==> src/rtl/seg_decoder_pkg.sv <==
package seg_decoder_pkg;

  typedef enum logic [2:0] {
    WIN_LOW   = 3'd0,
    WIN_DIR0  = 3'd1,
    WIN_DIR1  = 3'd2,
    WIN_SUPV  = 3'd3,
    WIN_TOP   = 3'd4
  } win_e;

  typedef enum logic [2:0] {
    CODE_OK      = 3'd0,
    CODE_AE_LD   = 3'd1,
    CODE_AE_ST   = 3'd2,
    CODE_TLB_LD  = 3'd3,
    CODE_TLB_ST  = 3'd4,
    CODE_TLB_MOD = 3'd5
  } code_e;

  typedef enum logic [1:0] {
    TST_HIT   = 2'd0,
    TST_MISS  = 2'd1,
    TST_INVAL = 2'd2,
    TST_CLEAN = 2'd3
  } tlb_st_e;

  localparam logic [1:0] MODE_USER = 2'b10;
  localparam logic [1:0] MODE_SUPV = 2'b01;

endpackage

==> src/rtl/seg_window_classify.sv <==
module seg_window_classify
  import seg_decoder_pkg::*;
#(
  parameter int VA_W = 32
) (
  input  logic [VA_W-1:0] addr,
  input  logic [1:0]      mode,
  input  logic            err_level,
  output win_e            win,
  output logic            allowed,
  output logic            mapped
);
  localparam int TOP = VA_W - 1;

  logic is_user, is_supv, is_kern;

  always_comb begin
    is_user = (mode == MODE_USER);
    is_supv = (mode == MODE_SUPV);
    is_kern = !is_user && !is_supv;

    if (!addr[TOP]) begin
      win = WIN_LOW;
    end else begin
      unique case (addr[TOP-1:TOP-2])
        2'b00:   win = WIN_DIR0;
        2'b01:   win = WIN_DIR1;
        2'b10:   win = WIN_SUPV;
        default: win = WIN_TOP;
      endcase
    end

    unique case (win)
      WIN_LOW:  begin allowed = 1'b1;               mapped = !err_level; end
      WIN_DIR0: begin allowed = is_kern;            mapped = 1'b0;       end
      WIN_DIR1: begin allowed = is_kern;            mapped = 1'b0;       end
      WIN_SUPV: begin allowed = is_kern || is_supv; mapped = 1'b1;       end
      default:  begin allowed = is_kern;            mapped = 1'b1;       end
    endcase
  end

  always_comb begin
    if (mode == MODE_USER && addr[TOP])
      assert_user_high_denied_R6: assert (!allowed);
  end
endmodule

==> src/rtl/seg_direct_xlate.sv <==
module seg_direct_xlate
  import seg_decoder_pkg::*;
#(
  parameter int VA_W = 32
) (
  input  logic [VA_W-1:0] addr,
  input  win_e            win,
  output logic [VA_W-1:0] paddr
);
  localparam int WIN_W = VA_W - 3;

  always_comb begin
    if (win == WIN_DIR0 || win == WIN_DIR1)
      paddr = {3'b000, addr[WIN_W-1:0]};
    else
      paddr = addr;
  end

  always_comb begin
    if (win == WIN_DIR0 || win == WIN_DIR1)
      assert_direct_below_window_R3: assert (paddr < addr);
  end
endmodule

==> src/rtl/seg_result_merge.sv <==
module seg_result_merge
  import seg_decoder_pkg::*;
#(
  parameter int VA_W = 32
) (
  input  logic            allowed,
  input  logic            mapped,
  input  logic            write,
  input  logic [VA_W-1:0] direct_paddr,
  input  logic [1:0]      tlb_status,
  input  logic [VA_W-1:0] tlb_paddr,
  input  logic            tlb_wr_ok,
  output logic [VA_W-1:0] paddr,
  output logic            can_rd,
  output logic            can_wr,
  output code_e           code,
  output logic            refill
);
  tlb_st_e st;

  always_comb begin
    st     = tlb_st_e'(tlb_status);
    paddr  = '0;
    can_rd = 1'b0;
    can_wr = 1'b0;
    refill = 1'b0;
    code   = CODE_OK;
    if (!allowed) begin
      code = write ? CODE_AE_ST : CODE_AE_LD;
    end else if (!mapped) begin
      paddr  = direct_paddr;
      can_rd = 1'b1;
      can_wr = 1'b1;
    end else begin
      unique case (st)
        TST_HIT: begin
          paddr  = tlb_paddr;
          can_rd = 1'b1;
          can_wr = tlb_wr_ok;
        end
        TST_MISS: begin
          code   = write ? CODE_TLB_ST : CODE_TLB_LD;
          refill = 1'b1;
        end
        TST_INVAL: code = write ? CODE_TLB_ST : CODE_TLB_LD;
        default:   code = CODE_TLB_MOD;
      endcase
    end
  end

  always_comb begin
    if (code != CODE_OK)
      assert_fault_no_access_R11: assert (!can_rd && !can_wr && paddr == '0);
    if (refill)
      assert_refill_only_tlb_R10: assert (code == CODE_TLB_LD || code == CODE_TLB_ST);
  end
endmodule

==> src/rtl/seg_decoder.sv <==
module seg_decoder
  import seg_decoder_pkg::*;
#(
  parameter int VA_W = 32
) (
  input  logic            req_valid,
  output logic            req_ready,
  input  logic [VA_W-1:0] req_addr,
  input  logic            req_write,
  input  logic [1:0]      mode,
  input  logic            err_level,
  output logic            tlb_valid,
  output logic [VA_W-1:0] tlb_vaddr,
  output logic            tlb_write,
  input  logic [1:0]      tlb_status,
  input  logic [VA_W-1:0] tlb_paddr,
  input  logic            tlb_wr_ok,
  output logic            rsp_valid,
  input  logic            rsp_ready,
  output logic [VA_W-1:0] rsp_paddr,
  output logic            rsp_can_read,
  output logic            rsp_can_write,
  output logic [2:0]      rsp_code,
  output logic            rsp_refill
);
  win_e            win;
  logic            allowed, mapped;
  logic [VA_W-1:0] direct_paddr;
  code_e           code;

  seg_window_classify #(.VA_W(VA_W)) u_classify (
    .addr(req_addr), .mode(mode), .err_level(err_level),
    .win(win), .allowed(allowed), .mapped(mapped)
  );

  seg_direct_xlate #(.VA_W(VA_W)) u_direct (
    .addr(req_addr), .win(win), .paddr(direct_paddr)
  );

  seg_result_merge #(.VA_W(VA_W)) u_merge (
    .allowed(allowed), .mapped(mapped), .write(req_write),
    .direct_paddr(direct_paddr), .tlb_status(tlb_status),
    .tlb_paddr(tlb_paddr), .tlb_wr_ok(tlb_wr_ok),
    .paddr(rsp_paddr), .can_rd(rsp_can_read), .can_wr(rsp_can_write),
    .code(code), .refill(rsp_refill)
  );

  assign rsp_code  = code;
  assign rsp_valid = req_valid;
  assign req_ready = rsp_ready;
  assign tlb_vaddr = req_addr;
  assign tlb_write = req_write;
  assign tlb_valid = req_valid && allowed && mapped;

  always_comb begin
    if (tlb_valid)
      assert_lookup_not_addr_err_R8: assert (rsp_code != 3'd1 && rsp_code != 3'd2);
    if (req_valid && err_level && !req_addr[VA_W-1])
      assert_low_identity_R1: assert (rsp_paddr == req_addr && !tlb_valid);
    if (req_valid && !err_level && !req_addr[VA_W-1])
      assert_low_mapped_R2: assert (tlb_valid);
  end
endmodule

==> config.mk <==
export PLATFORM = sky130hd
export DESIGN_NAME = seg_decoder
export DESIGN_NICKNAME = d
export VERILOG_FILES = /design/src/rtl/seg_decoder_pkg.sv /design/src/rtl/seg_window_classify.sv /design/src/rtl/seg_direct_xlate.sv /design/src/rtl/seg_result_merge.sv /design/src/rtl/seg_decoder.sv
export SDC_FILE = /design/constraint.sdc
export NUM_CORES = 1
export LEC_CHECK = 0
export ABC_AREA = 0
export BUFFER_PORTS_ARGS = -buffer_cell sky130_fd_sc_hd__buf_2
export CAP_MARGIN = 20
export CORE_MARGIN = 2
export CORE_UTILIZATION = 37
export DETAILED_ROUTE_END_ITERATION = 12
export GPL_ROUTABILITY_DRIVEN = 0
export PLACE_DENSITY = 0.89
export SYNTH_ARGS = -nofsm -noshare
export SYNTH_HDL_FRONTEND = slang
export SYNTH_SLANG_ARGS = --single-unit
==> constraint.sdc <==
create_clock -name vclk -period 7.18
set_input_delay 1.436 -clock vclk [all_inputs]
set_output_delay 1.436 -clock vclk [all_outputs]
set_load 0.03 [all_outputs]
---- After elaboration in Yosys (flattened, before gate mapping) ----
Index checks and enable logic that the tools add are counted.
storage, ports and cells
  bits in registers ....................... 0
  bits in latches ......................... 0
  bits in writable memories ............... 0
  bits in read-only memories .............. 0
  input bits .............................. 73
  output and inout bits ................... 74
  word-level logic and storage cells ...... 44
  memories ................................ 0
cells by class
  add/subtract/negate cells ............... 0
  multipliers ............................. 0
  divide/modulo/power cells ............... 0
  order comparisons ....................... 0
  eq/ne operators ......................... 9
  shift-type cells ........................ 0
  mux-type cells .......................... 22
  bitwise gates (word level) .............. 0
  reduce and logical (&&, ||, !) cells .... 13
operators by type and width
  kind                                                                   number
  32-bit 2-to-1 mux                                                      4
  3-bit 2-to-1 mux                                                       4
  1-bit 2-to-1 mux                                                       9
  3-bit one-hot mux with 3 select lines                                  1
  2-bit by 1-bit equality test with 1-bit output, second input constant  3
  2-bit equality test, second input constant                             3
  3-bit by 2-bit equality test with 1-bit output, second input constant  2
  3-bit one-hot mux with 2 select lines                                  1
  2-bit zero test                                                        2
  1-bit one-hot mux with 2 select lines                                  2
  2-bit OR reduction                                                     2
  3-bit by 1-bit equality test with 1-bit output, second input constant  1
  1-bit logical AND                                                      3
  1-bit zero test                                                        3
  3-bit zero test                                                        1
  1-bit logical OR                                                       2
  2-bit 2-to-1 mux                                                       1

---- Logic depth before layout (Yosys ltp) ----
  depth in word-level cells ............... 8
  mapped depth ............................ 10
  gate-level depth less buffers ........... 7

---- Hierarchy ----
From an unflattened synthesis, not the netlist that was laid out.
second synthesis, totals
  cell total of the unflattened synthesis .. 220
  area total of the unflattened synthesis .. 1,596.5 µm²
modules (own cells, without submodules)
  module               times used  cells an instance  area each (µm²)  sequential area each (µm²)
  seg_result_merge     1           130                922.1            0.0
  seg_decoder          1           36                 269.0            0.0
  seg_direct_xlate     1           34                 252.7            0.0
  seg_window_classify  1           20                 152.6            0.0

---- Worst setup path before layout ----
Ideal clock, no wire load.
  path kind ............................... in2out
  start point ............................. input port req_addr[29]
  end point ............................... output port rsp_paddr[29]
  arrival ................................. 3.326 ns
  required time ........................... 5.744 ns
  setup slack ............................. 2.418 ns
  cell stages on the path ................. 8
  buffers on the path ..................... 1
  path through ............................ inv_1 > ha_1 > or2_1 > buf_6 > o31ai_1 > nand2_1 > mux2i_1 > a2111oi_2
between the ends
  word-level cells in the longest chain between the ends .. 8
  elaborated cells between the ends (all ways) .. 16
  classes of those cells .................. eq/ne: 5; mux: 7; reduce/logical: 4
ends and longest elaborated chain
  element                                                                                                                  RTL line                                           RTL
  start, declared                                                                                                          seg_decoder.sv:8                                   input logic [VA_W-1:0] req_addr,
  2-bit equality test, or another cell as far along                                                                        seg_window_classify.sv:25                          unique case (addr[TOP-1:TOP-2])
  3-bit one-hot mux with 3 select lines                                                                                    seg_window_classify.sv:25
  3-bit 2-to-1 mux                                                                                                         seg_window_classify.sv:22                          if (!addr[TOP]) begin
  3-bit by 1-bit equality test with 1-bit output / 3-bit by 2-bit equality test with 1-bit output (equally long branches)  n/a
  2-bit OR reduction (no source line) / 1-bit logical OR (equally long branches)                                           n/a
  1-bit one-hot mux with 2 select lines / 32-bit 2-to-1 mux (equally long branches)                                        seg_window_classify.sv:33, seg_direct_xlate.sv:13
  32-bit 2-to-1 mux                                                                                                        seg_result_merge.sv:30                             end else if (!mapped) begin
  32-bit 2-to-1 mux *                                                                                                      seg_result_merge.sv:28                             if (!allowed) begin
  end, declared                                                                                                            seg_decoder.sv:20                                  output logic [VA_W-1:0] rsp_paddr,
Mark *: on every way between the ends. The rest lies on a longest branch, timed or not.

---- Final worst setup path ----
  start point ............................. input port req_addr[29]
  end point ............................... output port rsp_code[1]
between the ends
  word-level cells in the longest chain between the ends .. 8
  elaborated cells between the ends (all ways) .. 14
  classes of those cells .................. eq/ne: 5; mux: 6; reduce/logical: 3
ends and longest elaborated chain
  element                                                                                                                  RTL line                   RTL
  2-bit equality test, or another cell as far along                                                                        seg_window_classify.sv:25
  3-bit one-hot mux with 3 select lines *                                                                                  seg_window_classify.sv:25
  3-bit 2-to-1 mux *                                                                                                       seg_window_classify.sv:22
  3-bit by 1-bit equality test with 1-bit output / 3-bit by 2-bit equality test with 1-bit output (equally long branches)  n/a
  2-bit OR reduction (no source line)                                                                                      n/a
  1-bit one-hot mux with 2 select lines                                                                                    seg_window_classify.sv:33  unique case (win)
  3-bit 2-to-1 mux                                                                                                         seg_result_merge.sv:30
  3-bit 2-to-1 mux *                                                                                                       seg_result_merge.sv:28
  end, declared                                                                                                            seg_decoder.sv:23          output logic [2:0] rsp_code,
Marks and branches as above.

==> flow_summary.toml <==
[run_status]
status = "finished clean"

[global_routing]
antenna_found_initial = 0
grt_pass1_vias = 1273
grt_pass1_wl_um = 5260
grt_max_degree = 33
track_usage_pct = 17.7
overflow = 0

[sta]
fmax_ghz = 0.193
worst_slew_pin_slew_ns = 1.00
hold_slack_ns = 2.87
hold_viol = 0
final.setup.worst_slack_ns = 2.00
report.final.slew_viol_count = 0
fin_crit_ns = 5.18
setup_tns_ns = 0
max_slew_margin_pct = 33.0
fin_crit_sh_pct = 72.1
rsz0062_at_grt = "no"
finalSetupViolCount = 0

[flow_run]
cap_violations = 0

[final_layout]
area_growth_pct = 38.6
seq_cells = 0
fin_nets = 372
nClkBuffers = 0
n_antenna_cell = 0
drive_above_1_share_pct = 54.5
fin_cells = 334
final_design_area_no_fill_sq_um = 1650
regArea_sq_um = 0

[worst_setup_path]
cpLargestDelayFamily = "simple AND/OR/NAND/NOR gates"
startpoint_type = "input port"
path_cells = "buf_2 > inv_1 > ha_1 > nor4_1 > a211oi_1 > nand2_1 > nand2b_1 > o41ai_2 > buf_2"
cp-end-kind = "output port"
crit_start = "req_addr[29]"
max_stage_delay_ns = 0.74
worst_path_max_delay_cell = "nand2_1"
crit_fanout = 32
critPathKind = "in2out"
crit_top_cell = "buf_2"
crit_buf_inv = 3
worstPathArrival_ns = 3.74
required_ns = 5.74

[floorplan]
start_util_pct = 39.0
dieArea_sq_um = 3690
die_h_um = 60.7
row_count = 20
die_width_um = 60.7
core_sq_um = 3050
pin_count = 147

[detailed_routing]
ant_nets = 0
first_pass_iters = 4
drc = 0
vias = 1628
first_iter_violations = 111
routedWlPerCell_um = 11.5
via_per_inst = 4.87
wirelength_um = 3830

[worst_hold_path]
min-delay-start = "rsp_ready"
min_path_type = "in2out"

[logic_synthesis]
ys_types = 27
synth_warnings = 0
synth_nets = 272
syn_inst = 192
yosysSeqAreaShare_pct = 0
avgSynthCellArea_sq_um = 6.20
synth_area_sq_um = 1190

[clock_tree]
ctsResizeCount = 0
ctsHoldBuffers = 0
cts_setup_buffers = 0

[placed_design]
dp_cells = 332
port-buffer-count = 145
placed_area_sq_um = 1620
place_hpwl_um = 3100
dp_slack_ns = 1.80

[pwr]
irDropWorstVdd_mv = 0.0737
p_leak_nw = 0.960
p_per_area_nw_per_um2 = 129
[power breakdown]
part	internal [W]	switching, W
combinational	0.0000673	0.000146
sequential	0	0
clock	0	0
[routing by layer]
| metal | up-vias | global-route usage (%) | wire length, um | share of wire, % |
|---|---|---|---|---|
| met3 | 4 | 0.213 | 311 | 8.1 |
| met5 | - | 0 | 0 | 0 |
| met1 | 725 | 19.8 | 1460 | 38 |
| met4 | 0 | 2.48 | 45 | 1.2 |
| li1 | 814 | - | - | - |
| met2 | 85 | 37.3 | 2010 | 52 |
[cells by family (layout without fill, tap and decap cells)]
group	count (synthesis)	after routing	share of synthesized area [%]
adders and majority gates	7	7	7.35
and+or+nand+nor	80	80	31.9
buffers and inverters	59	157	33.9
xor gates and xnor gates	1	1	0.735
AOI/OAI and AO/OA	43	43	24.4
muxes	2	2	1.68
[per-stage QoR]
step / util, % / power [W]
4_1_cts: 53.1 / 0.000212
3_5_place_dp: 53.1 / 0.000211
3_3_place_gp: 53.1 / 0.000208
5_1_grt: 54.1 / 0.000229
2_1_floorplan: - / 0.000166
6_report: 54.1 / 0.000214
[layout make-up]
class | instances | area [sq um]
repair buffers | 148 | 763
fillers | 334 | 1400
multi-input cells | 133 | 798
well taps | 44 | 55.1
inverters | 9 | 33.8
[synthesized netlist by cell type]
cell type / instances / area (sq um)
xnor2_1: 1 / 8.76
a21oi_1: 33 / 165
nand2b_1: 1 / 6.26
nor3_1: 1 / 5.00
mux2i_1: 2 / 20.0
o31ai_1: 1 / 7.51
a31oi_4: 1 / 21.3
o41ai_2: 1 / 16.3
o32ai_2: 1 / 16.3
nor2_1: 5 / 18.8
nand3_1: 30 / 150
a211oi_1: 1 / 7.51
inv_1: 9 / 33.8
nor2_2: 2 / 12.5
buf_2: 5 / 25.0
or2_1: 1 / 6.26
nand2_1: 35 / 131
clkbuf_1: 3 / 11.3
a21oi_2: 2 / 17.5
nor4bb_4: 1 / 25.0
nor4_1: 1 / 6.26
and2_1: 3 / 18.8
a2111oi_2: 2 / 30.0
ha_1: 7 / 87.6
o2bb2ai_1: 1 / 8.76
buf_4: 37 / 278
buf_6: 5 / 56.3
[final timing paths]
check	slack [ns]	end	cells after the start
setup / recovery	2.00	rsp_code[1]	9
hold / removal	2.87	req_ready	0
[cell usage in the layout (no fill, tap or decap), drive strengths merged]
cell type  instances
inv                9
o31ai              1
nand2b             1
mux2i              2
nor2               7
a2111oi            2
o41ai              1
o32ai              1
nor3               1
nand2             35
nand3             30
a21oi             35
nor4bb             1
ha                 7
xnor2              1
a31oi              1
o2bb2ai            1
buf              148
or2                1
and2               3
nor4               1
a211oi             1
Note: power is estimated with default switching activity, not from simulation.
